[config.mk]
export PLATFORM = sky130hd
export DESIGN_NAME = gpio_bank_irq_agg
export DESIGN_NICKNAME = d
export VERILOG_FILES = /design/src/rtl/gpio_agg_pkg.sv /design/src/rtl/gpio_sync.sv /design/src/rtl/gpio_pin_evt.sv /design/src/rtl/gpio_bank_agg.sv /design/src/rtl/gpio_bank_irq_agg.sv
export SDC_FILE = /design/constraint.sdc
export NUM_CORES = 1
export LEC_CHECK = 0
export ABC_CLOCK_PERIOD_IN_PS = 1550
export CORE_MARGIN = 2
export CORE_UTILIZATION = 53
export CTS_BUF_LIST = sky130_fd_sc_hd__clkbuf_16
export DETAILED_ROUTE_END_ITERATION = 10
export PLACE_DENSITY = 0.8
export SLEW_MARGIN = 20
export SYNTH_ARGS = -nofsm -noshare
export SYNTH_HDL_FRONTEND = slang
export SYNTH_HIERARCHICAL = 1
export SYNTH_SLANG_ARGS = --single-unit
[constraint.sdc]
create_clock -name clk_i -period 1.55 [get_ports clk_i]
set_input_delay 0.155 -clock clk_i [delete_from_list [all_inputs] [get_ports clk_i]]
set_output_delay 0.155 -clock clk_i [all_outputs]
set_load 0.03 [all_outputs]
[src/rtl/gpio_agg_pkg.sv]
package gpio_agg_pkg;
  localparam int unsigned PINS_PER_BANK = 16;
  localparam int unsigned WORD_W        = 32;
  localparam int unsigned ADDR_W        = 5;

  localparam logic [1:0] GRP_CTRL = 2'd0;
  localparam logic [1:0] GRP_STAT = 2'd1;
  localparam logic [1:0] GRP_RISE = 2'd2;
  localparam logic [1:0] GRP_FALL = 2'd3;

  typedef enum logic [2:0] {
    REG_NONE,
    REG_EN,
    REG_STAT,
    REG_RISE,
    REG_FALL
  } reg_sel_e;

  typedef struct packed {
    reg_sel_e   sel;
    logic [2:0] idx;
  } reg_dec_t;

  function automatic reg_dec_t decode_addr(input logic [ADDR_W-1:0] addr,
                                           input int unsigned n_words);
    reg_dec_t d;
    logic     in_range;
    d.idx    = addr[2:0];
    d.sel    = REG_NONE;
    in_range = (32'(addr[2:0]) < n_words);
    case (addr[4:3])
      GRP_CTRL: if (addr[2:0] == 3'd0) d.sel = REG_EN;
      GRP_STAT: if (in_range) d.sel = REG_STAT;
      GRP_RISE: if (in_range) d.sel = REG_RISE;
      GRP_FALL: if (in_range) d.sel = REG_FALL;
      default:  d.sel = REG_NONE;
    endcase
    return d;
  endfunction
endpackage

[src/rtl/gpio_sync.sv]
module gpio_sync #(
  parameter int unsigned W = 1
) (
  input  logic         clk_i,
  input  logic         rst_ni,
  input  logic [W-1:0] async_i,
  output logic [W-1:0] sync_o
);
  logic [W-1:0] meta_q, sync_q;

  always_ff @(posedge clk_i or negedge rst_ni) begin
    if (!rst_ni) begin
      meta_q <= '0;
      sync_q <= '0;
    end else begin
      meta_q <= async_i;
      sync_q <= meta_q;
    end
  end

  assign sync_o = sync_q;
endmodule

[src/rtl/gpio_pin_evt.sv]
module gpio_pin_evt (
  input  logic clk_i,
  input  logic rst_ni,
  input  logic sync_i,
  input  logic rise_en_i,
  input  logic fall_en_i,
  input  logic clr_i,
  output logic stat_o
);
  logic prev_q, stat_q, evt;

  assign evt = (rise_en_i & sync_i & ~prev_q) | (fall_en_i & ~sync_i & prev_q);

  always_ff @(posedge clk_i or negedge rst_ni) begin
    if (!rst_ni) begin
      prev_q <= 1'b0;
      stat_q <= 1'b0;
    end else begin
      prev_q <= sync_i;
      stat_q <= evt | (stat_q & ~clr_i);  // set beats clear
    end
  end

  assign stat_o = stat_q;

  assert_evt_wins_R8: assert property (@(posedge clk_i) disable iff (!rst_ni)
    evt |=> stat_q);
  assert_sticky_R6: assert property (@(posedge clk_i) disable iff (!rst_ni)
    (stat_q && !clr_i) |=> stat_q);
  assert_w1c_R7: assert property (@(posedge clk_i) disable iff (!rst_ni)
    (clr_i && !evt) |=> !stat_q);
  assert_set_cause_R5: assert property (@(posedge clk_i) disable iff (!rst_ni)
    $rose(stat_q) |-> $past(rise_en_i || fall_en_i));
endmodule

[src/rtl/gpio_bank_agg.sv]
module gpio_bank_agg #(
  parameter int unsigned N_BANKS    = 9,
  parameter int unsigned USED_BANKS = 9,
  parameter int unsigned BANK_W     = 16
) (
  input  logic [N_BANKS*BANK_W-1:0] stat_i,
  input  logic [N_BANKS-1:0]        en_i,
  output logic [N_BANKS-1:0]        irq_o
);
  for (genvar k = 0; k < N_BANKS; k++) begin : g_bank
    if (k < USED_BANKS) begin : g_act
      assign irq_o[k] = en_i[k] & (|stat_i[k*BANK_W +: BANK_W]);
    end else begin : g_off
      logic unused_bank;
      assign unused_bank = en_i[k] ^ (|stat_i[k*BANK_W +: BANK_W]);
      assign irq_o[k]    = 1'b0;
    end
  end
endmodule

[src/rtl/gpio_bank_irq_agg.sv]
module gpio_bank_irq_agg
  import gpio_agg_pkg::*;
#(
  parameter int unsigned N_BANKS   = 9,
  parameter int unsigned USED_PINS = 84
) (
  input  logic                            clk_i,
  input  logic                            rst_ni,
  input  logic [N_BANKS*PINS_PER_BANK-1:0] pins_i,
  input  logic [ADDR_W-1:0]               addr_i,
  input  logic                            we_i,
  input  logic [WORD_W-1:0]               wdata_i,
  output logic [WORD_W-1:0]               rdata_o,
  output logic [N_BANKS*PINS_PER_BANK-1:0] line_irq_o,
  output logic [N_BANKS-1:0]              bank_irq_o
);
  localparam int unsigned TOTAL_PINS = N_BANKS * PINS_PER_BANK;
  localparam int unsigned N_WORDS    = (N_BANKS + 1) / 2;
  localparam int unsigned REG_PINS   = N_WORDS * WORD_W;
  localparam int unsigned USED_BANKS = (USED_PINS + PINS_PER_BANK - 1) / PINS_PER_BANK;
  localparam logic [REG_PINS-1:0] PIN_MASK  = {REG_PINS{1'b1}} >> (REG_PINS - USED_PINS);
  localparam logic [WORD_W-1:0]   BANK_MASK = {WORD_W{1'b1}} >> (WORD_W - USED_BANKS);

  reg_dec_t              dec;
  logic [N_BANKS-1:0]    en_q;
  logic [REG_PINS-1:0]   rise_q, fall_q, clr_vec, stat;
  logic [USED_PINS-1:0]  sync;
  logic [WORD_W-1:0]     rd_word, rdata_q;

  assign dec = decode_addr(addr_i, N_WORDS);

  // configuration registers; bits of absent pins/banks never store 1
  always_ff @(posedge clk_i or negedge rst_ni) begin
    if (!rst_ni) begin
      en_q   <= '0;
      rise_q <= '0;
      fall_q <= '0;
    end else if (we_i) begin
      if (dec.sel == REG_EN) en_q <= wdata_i[N_BANKS-1:0] & BANK_MASK[N_BANKS-1:0];
      for (int w = 0; w < N_WORDS; w++) begin
        if (int'(dec.idx) == w) begin
          if (dec.sel == REG_RISE)
            rise_q[w*WORD_W +: WORD_W] <= wdata_i & PIN_MASK[w*WORD_W +: WORD_W];
          if (dec.sel == REG_FALL)
            fall_q[w*WORD_W +: WORD_W] <= wdata_i & PIN_MASK[w*WORD_W +: WORD_W];
        end
      end
    end
  end

  always_comb begin
    clr_vec = '0;
    if (we_i && dec.sel == REG_STAT) begin
      for (int w = 0; w < N_WORDS; w++)
        if (int'(dec.idx) == w) clr_vec[w*WORD_W +: WORD_W] = wdata_i;
    end
  end

  gpio_sync #(.W(USED_PINS)) u_sync (
    .clk_i  (clk_i),
    .rst_ni (rst_ni),
    .async_i(pins_i[USED_PINS-1:0]),
    .sync_o (sync)
  );

  if (USED_PINS < TOTAL_PINS) begin : g_absent
    logic unused_pins;
    assign unused_pins = ^pins_i[TOTAL_PINS-1:USED_PINS];
  end

  for (genvar p = 0; p < REG_PINS; p++) begin : g_pin
    if (p < USED_PINS) begin : g_on
      gpio_pin_evt u_evt (
        .clk_i    (clk_i),
        .rst_ni   (rst_ni),
        .sync_i   (sync[p]),
        .rise_en_i(rise_q[p]),
        .fall_en_i(fall_q[p]),
        .clr_i    (clr_vec[p]),
        .stat_o   (stat[p])
      );
    end else begin : g_off
      logic unused_clr;
      assign unused_clr = clr_vec[p];
      assign stat[p]    = 1'b0;
    end
  end

  assign line_irq_o = stat[TOTAL_PINS-1:0];

  gpio_bank_agg #(
    .N_BANKS   (N_BANKS),
    .USED_BANKS(USED_BANKS),
    .BANK_W    (PINS_PER_BANK)
  ) u_bank (
    .stat_i(stat[TOTAL_PINS-1:0]),
    .en_i  (en_q),
    .irq_o (bank_irq_o)
  );

  always_comb begin
    rd_word = '0;
    case (dec.sel)
      REG_EN: rd_word[N_BANKS-1:0] = en_q;
      REG_STAT, REG_RISE, REG_FALL: begin
        for (int w = 0; w < N_WORDS; w++) begin
          if (int'(dec.idx) == w) begin
            if (dec.sel == REG_STAT) rd_word = stat[w*WORD_W +: WORD_W];
            if (dec.sel == REG_RISE) rd_word = rise_q[w*WORD_W +: WORD_W];
            if (dec.sel == REG_FALL) rd_word = fall_q[w*WORD_W +: WORD_W];
          end
        end
      end
      default: rd_word = '0;
    endcase
  end

  always_ff @(posedge clk_i or negedge rst_ni) begin
    if (!rst_ni) rdata_q <= '0;
    else         rdata_q <= rd_word;
  end

  assign rdata_o = rdata_q;

  assert_unmapped_zero_R10: assert property (@(posedge clk_i) disable iff (!rst_ni)
    (dec.sel == REG_NONE) |=> (rdata_o == '0));

  for (genvar k = 0; k < N_BANKS; k++) begin : g_chk
    assert_bank_enable_R3: assert property (@(posedge clk_i) disable iff (!rst_ni)
      !en_q[k] |-> !bank_irq_o[k]);
    assert_bank_pending_R4: assert property (@(posedge clk_i) disable iff (!rst_ni)
      bank_irq_o[k] |-> (|line_irq_o[k*PINS_PER_BANK +: PINS_PER_BANK]));
  end
endmodule

==> results.yml <==
grt:
  grt_pass1_vias: 16987
  globalRouteOverflowTotal: 0
  grt_usage_pct: 30.56
  grt_max_degree: 74
  grt_pass1_wl_um: 100500
  antenna_found_initial: 6
pwr:
  peakVddDrop_v: 0.0009655
  cellPowerDensity_nw_per_um2: 1222
  leakagePower_uw: 0.01332
die:
  io_pins: 369
  fp.dieH_um: 207.4
  rows: 74
  core_region_area_um2: 40830
  die_area_um2: 43030
  start_util_pct: 53.72
  dieWidth_um: 207.4
sta:
  finalCritPeriodShare_pct: 130.8
  tns_ps: -2991
  finClkSkew_ps: 21.21
  setup_ws_ps: -477.7
  slew_violations: 0
  holdWs_ps: 6.512
  tightest_slew_ps: 713.3
  relSlewSlack_pct: 52.35
  finalSetupViolCount: 16
  fmax_mhz: 493.2
  finalHoldViolations: 0
  post-route-min-period_ps: 2028
  rsz0062_at_grt: "yes"
finish:
  fin_area_um2: 29150
  fin_nets: 2330
  stdcell_count: 2723
  layout-drive-gt1-share_pct: 33.79
  area_growth_pct: 32.89
route:
  wirelength_um: 65880
  post_drt_wl_per_cell_um: 24.19
  vias_per_cell: 5.903
  dr.pass1.iters: 5
  ant_nets: 0
  drtIter0Drc: 1417
  drcViolationCount: 0
  route.vias.total: 16073
critical_path:
  worst-endpoint-required_ps: 1390
  arrival_ps: 1870
  worstPathMaxFanout: 2
  critPathCaptureType: "output pin"
  critPathLaunchType: "flip-flop"
  criticalPathCategory: "reg2out"
clock_network:
  clock_tree.htree_level_count: 2
  path_clk_slew_ps: 60
  cts_buffers: 53
  cts_tree: "done"
  cts_max_path_buffers: 3
  clk_latency_ps: 600
  clock-sinks: 542
  cts_root_buf: "clkbuf_16"
logic_synthesis:
  synth_edf_count: 0
  yosysWarnings: 6
  avgSynthCellArea_um2: 13.35
  ys_async_sr_fraction_pct: 100.0
  ys_seq_area_share_pct: 61.84
  synth-main-ff-cell: "dfrtp_1"
  ys_types: 56
  synth-seq-cells: 542
  netlist_top_cells_area: "dfrtp_1 (62%), mux2_2 (8.8%), o221ai_2 (5.8%)"
  yosysTopAreaCell: "dfrtp_1"
  synth_area_um2: 21930
  yosysTopAreaCellShare_pct: 61.84
  synthCells: 1643
place:
  dp.cells: 2547
  gp_congestion: 0.9532
  place_area_um2: 26320
  port_buffers: 245
  hpwlAfterDp_um: 44730
status:
  violations: "negative setup slack"
  outcome: "finished with violations"
job:
  cap_viol_max_count: 0
worst_hold_path:
  holdCritPathClass: "in2reg"
path summary, 6_finish.rpt:
| kind | depth (start not counted) | start | end | slack [ps] |
|---|---|---|---|---|
| hold reg to reg | 0 | u_sync/meta_q[32] | u_sync/sync_o[32] | 340 |
| hold / removal | 1 | pins_i[62] | u_sync/meta_q[62] | 7 |
| max in group asynchronous | 4 | rst_ni | g_pin[57].g_on.u_evt/stat_o | 750 |
| min in group asynchronous | 2 | rst_ni | rise_q[38] | 50 |
| setup / recovery | 4 | g_pin[65].g_on.u_evt/stat_o | bank_irq_o[4] | -480 |
| setup reg to reg | 6 | g_pin[1].g_on.u_evt/stat_o | rdata_o[1] | -140 |
synthesized netlist by cell type, drive strengths merged (4+ instances only):
cell type,n
a211oi,5
a21oi,45
a221o,18
a221oi,13
a22o,6
a22oi,17
a32oi,4
a41oi,6
and2,91
and3,6
buf,113
clkbuf,22
dfrtp,542
inv,92
mux2,196
mux2i,24
nand2,108
nand2b,4
nand3,11
nand3b,84
nor2,28
nor2b,4
nor3,12
nor4,24
o21ai,28
o221ai,92
o22ai,15
o32ai,9
registers in the layout, summed over array words and instances (netlist names):
signal / cells
fall_q: 84
g_pin.g_on.u_evt/stat_o: 84
rise_q: 84
en_q: 6
u_sync/sync_o: 84
rdata_o: 32
u_sync/meta_q: 84
g_pin.g_on.u_evt/prev_q: 84
metal layers:
metal  up-vias  routed length [um]  GRT usage [%]
li1       6791                   -              -
met1      8164               24660          38.17
met2       887               32160          49.90
met3       227                5560          7.035
met4         4                3467          16.16
met5         -                  28              0
where the power goes:
| part | internal, uW | switching [uW] | total, uW |
|---|---|---|---|
| Combinational | 2520 | 2900 | 5420 |
| Sequential | 15500 | 1290 | 16800 |
| Clock | 7910 | 5500 | 13400 |
| Total | 25900 | 9680 | 35600 |
through the flow:
stage / util [%] / setup slack, ps / power [uW]
6_report: 71.38 / -477.7 / 35610
5_1_grt: 71.38 / -489.6 / 36800
4_1_cts: 70.71 / -446.7 / 35490
3_5_place_dp: 64.46 / -797.3 / 22020
3_3_place_gp: 64.46 / -721.1 / 21810
2_1_floorplan: - / 6.066 / 19390
cell type report:
type,instances,area (um^2)
clock inverter,41,430.4
antenna,4,10.01
tap,532,665.6
fill,2610,11690
timing repair buffer,510,4770
inverter,92,345.3
multi-input combinational,947,7941
sequential,542,13610
clock buffer,55,1376
cell usage in the layout, fill, tap and decap left out, drive strengths merged, types with 28 or more instances in the layout:
cell	count
dfrtp	542
buf	282
mux2	196
clkdlybuf4s50	118
nand2	108
inv	99
o221ai	92
and2	91
nand3b	84
conb	75
clkbuf	61
dlygate4sd3	49
a21oi	45
o21ai	28
nor2	28
worst max-delay path, cell delays in order (launching register included):
cell	delay [ps]
dfrtp_1	400
nor4_2	370
buf_4	200
a41oi_4	140
buf_6	180
repair_timing:
item                       CTS  global route
resized for setup          492            61
setup endpoints to repair  195            73
pin swaps                   13            22
hold buffers                49             0
buffers inserted            12            22
hold endpoints to repair   448             0
kinds of logic (layout without fill, tap and decap cells):
kind of cell | Yosys count | count (layout) | share of synthesized area, %
other cells | 2 | 79 | 0.03424
buf+inv | 227 | 698 | 5.277
simple gates | 377 | 377 | 9.795
flops | 542 | 542 | 61.84
mux | 220 | 220 | 11.16
compound gates | 275 | 275 | 11.90
(Power assumes the default switching activity.)
